--- src/rtl/spf_pkg.sv ---
package spf_pkg;

  // Depth classes picked from the enable and frame length.
  typedef enum logic [1:0] {
    DCLS_SMALL  = 2'd0,
    DCLS_NARROW = 2'd1,
    DCLS_MID    = 2'd2,
    DCLS_WIDE   = 2'd3
  } depth_cls_e;

  // Frame-length thresholds (inclusive upper bounds).
  localparam int unsigned NARROW_FRAME_MAX = 8;
  localparam int unsigned MID_FRAME_MAX    = 16;

  typedef struct packed {
    logic full;
    logic full_next;
    logic empty;
  } fifo_flags_t;

endpackage

--- src/rtl/spf_depth_ctrl.sv ---
module spf_depth_ctrl
  import spf_pkg::*;
#(
  parameter int unsigned FSZ_W        = 6,
  parameter int unsigned CNT_W        = 6,
  parameter int unsigned SMALL_DEPTH  = 4,
  parameter int unsigned NARROW_DEPTH = 32,
  parameter int unsigned MID_DEPTH    = 16,
  parameter int unsigned WIDE_DEPTH   = 8
) (
  input  logic             clk,
  input  logic             rst,
  input  logic             big_en,
  input  logic [FSZ_W-1:0] frame_size,
  input  logic             tx_idle,
  input  logic             rx_idle,
  output logic [CNT_W-1:0] depth_q,
  output logic [CNT_W-1:0] depth_nxt
);

  localparam logic [FSZ_W-1:0] NARROW_LIM = FSZ_W'(NARROW_FRAME_MAX);
  localparam logic [FSZ_W-1:0] MID_LIM    = FSZ_W'(MID_FRAME_MAX);

  depth_cls_e       cls;
  logic [CNT_W-1:0] depth_req;

  always_comb begin
    if (!big_en)                    cls = DCLS_SMALL;
    else if (frame_size <= NARROW_LIM) cls = DCLS_NARROW;
    else if (frame_size <= MID_LIM)    cls = DCLS_MID;
    else                            cls = DCLS_WIDE;
  end

  always_comb begin
    unique case (cls)
      DCLS_SMALL:  depth_req = CNT_W'(SMALL_DEPTH);
      DCLS_NARROW: depth_req = CNT_W'(NARROW_DEPTH);
      DCLS_MID:    depth_req = CNT_W'(MID_DEPTH);
      default:     depth_req = CNT_W'(WIDE_DEPTH);
    endcase
  end

  // A new depth is adopted only while nothing is stored anywhere.
  assign depth_nxt = (tx_idle && rx_idle) ? depth_req : depth_q;

  always_ff @(posedge clk) begin
    if (rst) depth_q <= CNT_W'(SMALL_DEPTH);
    else     depth_q <= depth_nxt;
  end

endmodule

--- src/rtl/spf_fifo.sv ---
module spf_fifo
  import spf_pkg::*;
#(
  parameter int unsigned DATA_W     = 32,
  parameter int unsigned PHYS_DEPTH = 32,
  parameter int unsigned CNT_W      = $clog2(PHYS_DEPTH + 1),
  parameter bit          OVF_TRACK  = 1'b0
) (
  input  logic              clk,
  input  logic              rst,
  input  logic [CNT_W-1:0]  depth_q,
  input  logic [CNT_W-1:0]  depth_nxt,
  input  logic              push,
  input  logic [DATA_W-1:0] push_data,
  input  logic              pop,
  output logic [DATA_W-1:0] pop_data,
  output fifo_flags_t       flags,
  input  logic              irq_clr,
  output logic              overflow,
  output logic              ovf_irq
);

  localparam int unsigned PTR_W = $clog2(PHYS_DEPTH);

  logic [DATA_W-1:0] mem [PHYS_DEPTH];
  logic [PTR_W-1:0]  wptr, rptr;
  logic [CNT_W-1:0]  cnt, cnt_nxt;
  logic              accept, take, drop;

  assign drop    = push && (cnt == depth_q);
  assign accept  = push && !drop;
  assign take    = pop && (cnt != '0);
  assign cnt_nxt = cnt + CNT_W'(accept) - CNT_W'(take);

  // Storage: write port and registered read port, no reset on the array.
  always_ff @(posedge clk) begin
    if (accept) mem[wptr] <= push_data;
  end

  always_ff @(posedge clk) begin
    if (rst)      pop_data <= '0;
    else if (pop) pop_data <= take ? mem[rptr] : '0;
  end

  always_ff @(posedge clk) begin
    if (rst) begin
      wptr <= '0;
      rptr <= '0;
      cnt  <= '0;
    end else begin
      if (accept) wptr <= wptr + PTR_W'(1);
      if (take)   rptr <= rptr + PTR_W'(1);
      cnt <= cnt_nxt;
    end
  end

  // Flags registered against the depth that holds in the next cycle.
  always_ff @(posedge clk) begin
    if (rst) begin
      flags.full      <= 1'b0;
      flags.full_next <= 1'b0;
      flags.empty     <= 1'b1;
    end else begin
      flags.full      <= (cnt_nxt == depth_nxt);
      flags.full_next <= (cnt_nxt == depth_nxt - CNT_W'(1));
      flags.empty     <= (cnt_nxt == '0);
    end
  end

  generate
    if (OVF_TRACK) begin : g_ovf
      always_ff @(posedge clk) begin
        if (rst) begin
          overflow <= 1'b0;
          ovf_irq  <= 1'b0;
        end else begin
          if (drop)     overflow <= 1'b1;
          else if (pop) overflow <= 1'b0;
          if (drop)         ovf_irq <= 1'b1;
          else if (irq_clr) ovf_irq <= 1'b0;
        end
      end
    end else begin : g_no_ovf
      logic irq_clr_unused;
      assign irq_clr_unused = irq_clr;
      assign overflow = 1'b0;
      assign ovf_irq  = 1'b0;
    end
  endgenerate

endmodule

--- src/rtl/spi_fifo_pair.sv ---
module spi_fifo_pair
  import spf_pkg::*;
#(
  parameter int unsigned DATA_W       = 32,
  parameter int unsigned PHYS_DEPTH   = 32,
  parameter int unsigned FSZ_W        = 6,
  parameter int unsigned SMALL_DEPTH  = 4,
  parameter int unsigned NARROW_DEPTH = 32,
  parameter int unsigned MID_DEPTH    = 16,
  parameter int unsigned WIDE_DEPTH   = 8
) (
  input  logic              clk,
  input  logic              rst,
  input  logic              big_fifo_en,
  input  logic [FSZ_W-1:0]  frame_size,
  input  logic              tx_push,
  input  logic [DATA_W-1:0] tx_push_data,
  input  logic              tx_pop,
  output logic [DATA_W-1:0] tx_pop_data,
  input  logic              rx_push,
  input  logic [DATA_W-1:0] rx_push_data,
  input  logic              rx_pop,
  output logic [DATA_W-1:0] rx_pop_data,
  input  logic              rx_irq_clr,
  output logic              tx_full,
  output logic              tx_full_next,
  output logic              tx_empty,
  output logic              rx_full,
  output logic              rx_full_next,
  output logic              rx_empty,
  output logic              rx_overflow,
  output logic              rx_ovf_irq
);

  localparam int unsigned CNT_W = $clog2(PHYS_DEPTH + 1);

  logic [CNT_W-1:0] depth_q, depth_nxt;
  fifo_flags_t      tx_flags, rx_flags;
  logic             tx_ovf_unused, tx_irq_unused;

  spf_depth_ctrl #(
    .FSZ_W(FSZ_W), .CNT_W(CNT_W), .SMALL_DEPTH(SMALL_DEPTH),
    .NARROW_DEPTH(NARROW_DEPTH), .MID_DEPTH(MID_DEPTH), .WIDE_DEPTH(WIDE_DEPTH)
  ) u_depth (
    .clk(clk), .rst(rst), .big_en(big_fifo_en), .frame_size(frame_size),
    .tx_idle(tx_flags.empty), .rx_idle(rx_flags.empty),
    .depth_q(depth_q), .depth_nxt(depth_nxt)
  );

  spf_fifo #(
    .DATA_W(DATA_W), .PHYS_DEPTH(PHYS_DEPTH), .CNT_W(CNT_W), .OVF_TRACK(1'b0)
  ) u_tx (
    .clk(clk), .rst(rst), .depth_q(depth_q), .depth_nxt(depth_nxt),
    .push(tx_push), .push_data(tx_push_data), .pop(tx_pop), .pop_data(tx_pop_data),
    .flags(tx_flags), .irq_clr(1'b0), .overflow(tx_ovf_unused), .ovf_irq(tx_irq_unused)
  );

  spf_fifo #(
    .DATA_W(DATA_W), .PHYS_DEPTH(PHYS_DEPTH), .CNT_W(CNT_W), .OVF_TRACK(1'b1)
  ) u_rx (
    .clk(clk), .rst(rst), .depth_q(depth_q), .depth_nxt(depth_nxt),
    .push(rx_push), .push_data(rx_push_data), .pop(rx_pop), .pop_data(rx_pop_data),
    .flags(rx_flags), .irq_clr(rx_irq_clr), .overflow(rx_overflow), .ovf_irq(rx_ovf_irq)
  );

  assign tx_full      = tx_flags.full;
  assign tx_full_next = tx_flags.full_next;
  assign tx_empty     = tx_flags.empty;
  assign rx_full      = rx_flags.full;
  assign rx_full_next = rx_flags.full_next;
  assign rx_empty     = rx_flags.empty;

endmodule

--- config.mk ---
export PLATFORM = sky130hd
export DESIGN_NAME = spi_fifo_pair
export DESIGN_NICKNAME = d
export VERILOG_FILES = /design/src/rtl/spf_pkg.sv /design/src/rtl/spf_depth_ctrl.sv /design/src/rtl/spf_fifo.sv /design/src/rtl/spi_fifo_pair.sv
export SDC_FILE = /design/constraint.sdc
export NUM_CORES = 2
export LEC_CHECK = 0
export BUFFER_PORTS_ARGS = -buffer_cell sky130_fd_sc_hd__buf_2
export CELL_PAD_IN_SITES_DETAIL_PLACEMENT = 0
export CELL_PAD_IN_SITES_GLOBAL_PLACEMENT = 1
export CORE_MARGIN = 2
export CORE_UTILIZATION = 56
export DETAILED_ROUTE_END_ITERATION = 6
export GPL_ROUTABILITY_DRIVEN = 0
export GPL_TIMING_DRIVEN = 0
export PLACE_DENSITY = 0.86
export SLEW_MARGIN = 0
export SYNTH_ARGS = -nofsm -noshare
export SYNTH_HDL_FRONTEND = slang
export SYNTH_SLANG_ARGS = --single-unit
--- constraint.sdc ---
create_clock -name clk -period 3.94 [get_ports clk]
set_input_delay 0.788 -clock clk [delete_from_list [all_inputs] [get_ports clk]]
set_output_delay 0.788 -clock clk [all_outputs]
set_load 0.005 [all_outputs]
==> qor.yml <==
grt_use_met1_pct: 37.4
first_iter_violations: 6000
fmax_mhz: 258
syn-cell-area_mm2: 0.0830
track_usage_pct: 28.9
slew_viol_final: 0
die_h_um: 389
hp-start: "rx_irq_clr"
grt_pass1_vias: 42900
setup_viol: 0
skew_ns: 0.0451
period_needed_ns: 3.88
power_density_mw_per_mm2: 595
outcome: "completed"
die_w_um: 389
required_ns: 4.63
ir_drop_mv: 0.466
period_share_pct: 98.4
die-area_mm2: 0.151
p_leak_uw: 0.0294
holdPathStages: 3
clkSlewWorstSetupHoldPaths_ns: 0.06
dp_cells: 5832
hold_path_end: "u_rx.ovf_irq$_SDFFE_PP0P_"
synth_cell_type_count: 63
drtPass1Iterations: 6
core_area_mm2: 0.147
crit_arrival_ns: 4.56
dp_slack_ns: 0.0234
critPathMaxStageDelay_ns: 0.85
synth_cells: 3684
hpwl_um: 130000
placed_area_mm2: 0.0880
ys_seq_area_share_pct: 77.0
final_cell_mix: "2048 x edfxtp_1, 576 x mux4_2, 208 x buf_2, 206 x clkbuf_16, 165 x clkbuf_1"
design_area_mm2: 0.0948
placementRows: 141
grt_pass1_wl_um: 307000
rsz0062_at_grt: "false"
min_path_type: "input port to register"
ant_nets: 0
start_util_pct: 56.3
cp_slowest_cell: "clkbuf_1"
globalRouteOverflowTotal: 0
ys_warn_count: 0
post_cts_buffers: 0
drive_gt1_share_pct: 30.8
critical_path.top_delay_family: "buffers and inverters"
end_kind: "register"
synthAdderAreaFrac_pct: 0.455
grt_start_max_net_pins: 33
synth_top_family_by_area: "multiplexers"
crit_buf_inv: 3
fin_cells: 6225
reg2reg_to: "u_rx.pop_data[11]$_SDFFE_PP0P_"
cpMostUsedCell: "clkbuf_1"
async_reset_ff_share_pct: 0
synth_compound_area_share_pct: 1.58
worst-r2r-cell-count: 6
cap_viol_max_count: 0
synthMuxAreaShare_pct: 17.2
cts_tree: "built"
fin_ws_ns: 0.0643
root_buffer: "clkbuf_16"
crit_type: "register to register"
io_pins: 150
finalHoldViolations: 0
final_common_cell: "edfxtp_1"
startpoint_type: "register"
crit_chain: "clkbuf_1 > clkbuf_1 > nand2_1 > clkbuf_1 > o22ai_1 > o31ai_1"
area_growth_pct: 14.3
fin_nets: 4216
clk_path_buf_depth: 3
grt.busiest_layer: "met2"
reg2reg_slack_ns: 0.06
remaining_drc_errors: 0
syn_avg_cell_area_um2: 22.5
antenna_found_initial: 15
yosys.area_share.simple_pct: 1.89
synth_ff_type: "edfxtp_1"
wl_per_cell_um: 35.0
via_per_inst: 6.78
grtUsageMet2_pct: 47.7
synth_nets: 3791
vias: 42200
tightest_slew_ns: 1.32
clock_latency_ns: 0.85
htreeDepth: 4
port-buffer-count: 149
cts.sink_count: 2168
ys_ff_latch: 2168
grtUsageMet3_pct: 6.30
routed_wl_um: 218000
cts_buffers: 205
synth_edf_count: 2048
synthXorXnorAreaFrac_pct: 0.691
crit_fanout: 10
fillers: 9116
slew_headroom_pct: 12.3
state kept, by name, indices dropped and copies added, names as in the netlist, named ones only:
name / cells
u_rx.mem: 1024
u_tx.mem: 1024
u_rx.pop_data: 32
u_tx.pop_data: 32
u_depth.depth_q: 6
u_rx.cnt: 6
u_tx.cnt: 6
u_rx.rptr: 5
u_rx.wptr: 5
u_tx.rptr: 5
u_tx.wptr: 5
u_rx.flags: 3
u_tx.flags: 3
u_rx.overflow: 1
u_rx.ovf_irq: 1
routing by layer:
| metal | wire length, um | part of all wire, % | up-vias |
|---|---|---|---|
| li1 | - | - | 16400 |
| met1 | 74800 | 34 | 21900 |
| met2 | 108000 | 50 | 3385 |
| met3 | 24500 | 11 | 582 |
| met4 | 10500 | 4.8 | 14 |
| met5 | 243 | 0.11 | - |
synth_stat cells, drive strengths merged (17+ instances only):
| cell type | number | area [um2] |
|---|---|---|
| edfxtp | 2048 | 61500 |
| mux4 | 576 | 13000 |
| nor2 | 151 | 567 |
| dfxtp | 120 | 2400 |
| clkbuf | 114 | 428 |
| mux2 | 114 | 1280 |
| nand2 | 94 | 360 |
| buf | 78 | 408 |
| o31ai | 59 | 457 |
| o22ai | 57 | 357 |
| nor2b | 39 | 244 |
| xnor2 | 33 | 289 |
| ha | 27 | 338 |
| inv | 26 | 97.6 |
| xor2 | 17 | 149 |
worst max path at each step:
| stage | endpoint | slack (ns) | cells past startpoint |
|---|---|---|---|
| global placement | u_rx.mem[9][8]$_DFFE_PP_ | -1.71 | 7 |
| global route | u_tx.flags[2]$_SDFF_PP0_ | 0.04 | 12 |
| detailed placement | u_rx.pop_data[11]$_SDFFE_PP0P_ | 0.02 | 6 |
| CTS | u_rx.pop_data[14]$_SDFFE_PP0P_ | 0.21 | 6 |
| finish | u_rx.pop_data[11]$_SDFFE_PP0P_ | 0.06 | 6 |
| floorplan | u_rx.flags[1]$_SDFF_PP0_ | 0.78 | 11 |
kinds of logic (layout without fill, tap and decap cells):
kind of cell               after synthesis  after routing
DFF                                   2168           2168
muxes                                  695            695
and+or+nand+nor                        341            341
buffers and inverters                  218            820
AOI/OAI and AO/OA                      177            177
xor gates and xnor gates                56             56
adders and majority gates               29             29
other                                    0              9
what timing repair did:
item / CTS / global route
gates resized for setup: 1 / 0
hold buffers: 0 / 0
setup endpoints to repair: 2 / 0
through the flow:
step	total power, uW	TNS (ns)	hold slack, ns	utilization, %
after floorplan	33500	0	0.444	-
after global placement	36500	-2755.74	0.438	58.4
after detailed placement	36800	0	0.445	59.7
after CTS	56600	0	0.191	64.3
after global routing	57900	0	0.217	64.3
final	56400	0	0.229	64.3
worst reg2reg max path: stages (launching register included):
cell and delay, ns:
dfxtp_1 0.39, clkbuf_1 0.86, clkbuf_1 0.71, nand2_1 0.64, clkbuf_1 0.53, o22ai_1 0.49, o31ai_1 0.11
where the power goes:
| part | internal (uW) | switching, uW |
|---|---|---|
| combinational | 4810 | 5540 |
| sequential | 25800 | 380 |
| clock | 11200 | 8690 |
layout make-up:
cell class	instances	area [um2]	share of cell area [%]
Buffer	192	837	0.883
Clock inverter	115	1330	1.40
Antenna cell	9	22.5	0.0237
Sequential cell	2168	63900	67.4
Timing Repair Buffer	218	2110	2.23
Inverter	26	97.6	0.103
Tap cell	1930	2410	2.55
Multi-Input combinational cell	1298	18600	19.6
Clock buffer	269	5500	5.80
Power figures use the tool's default switching activity.
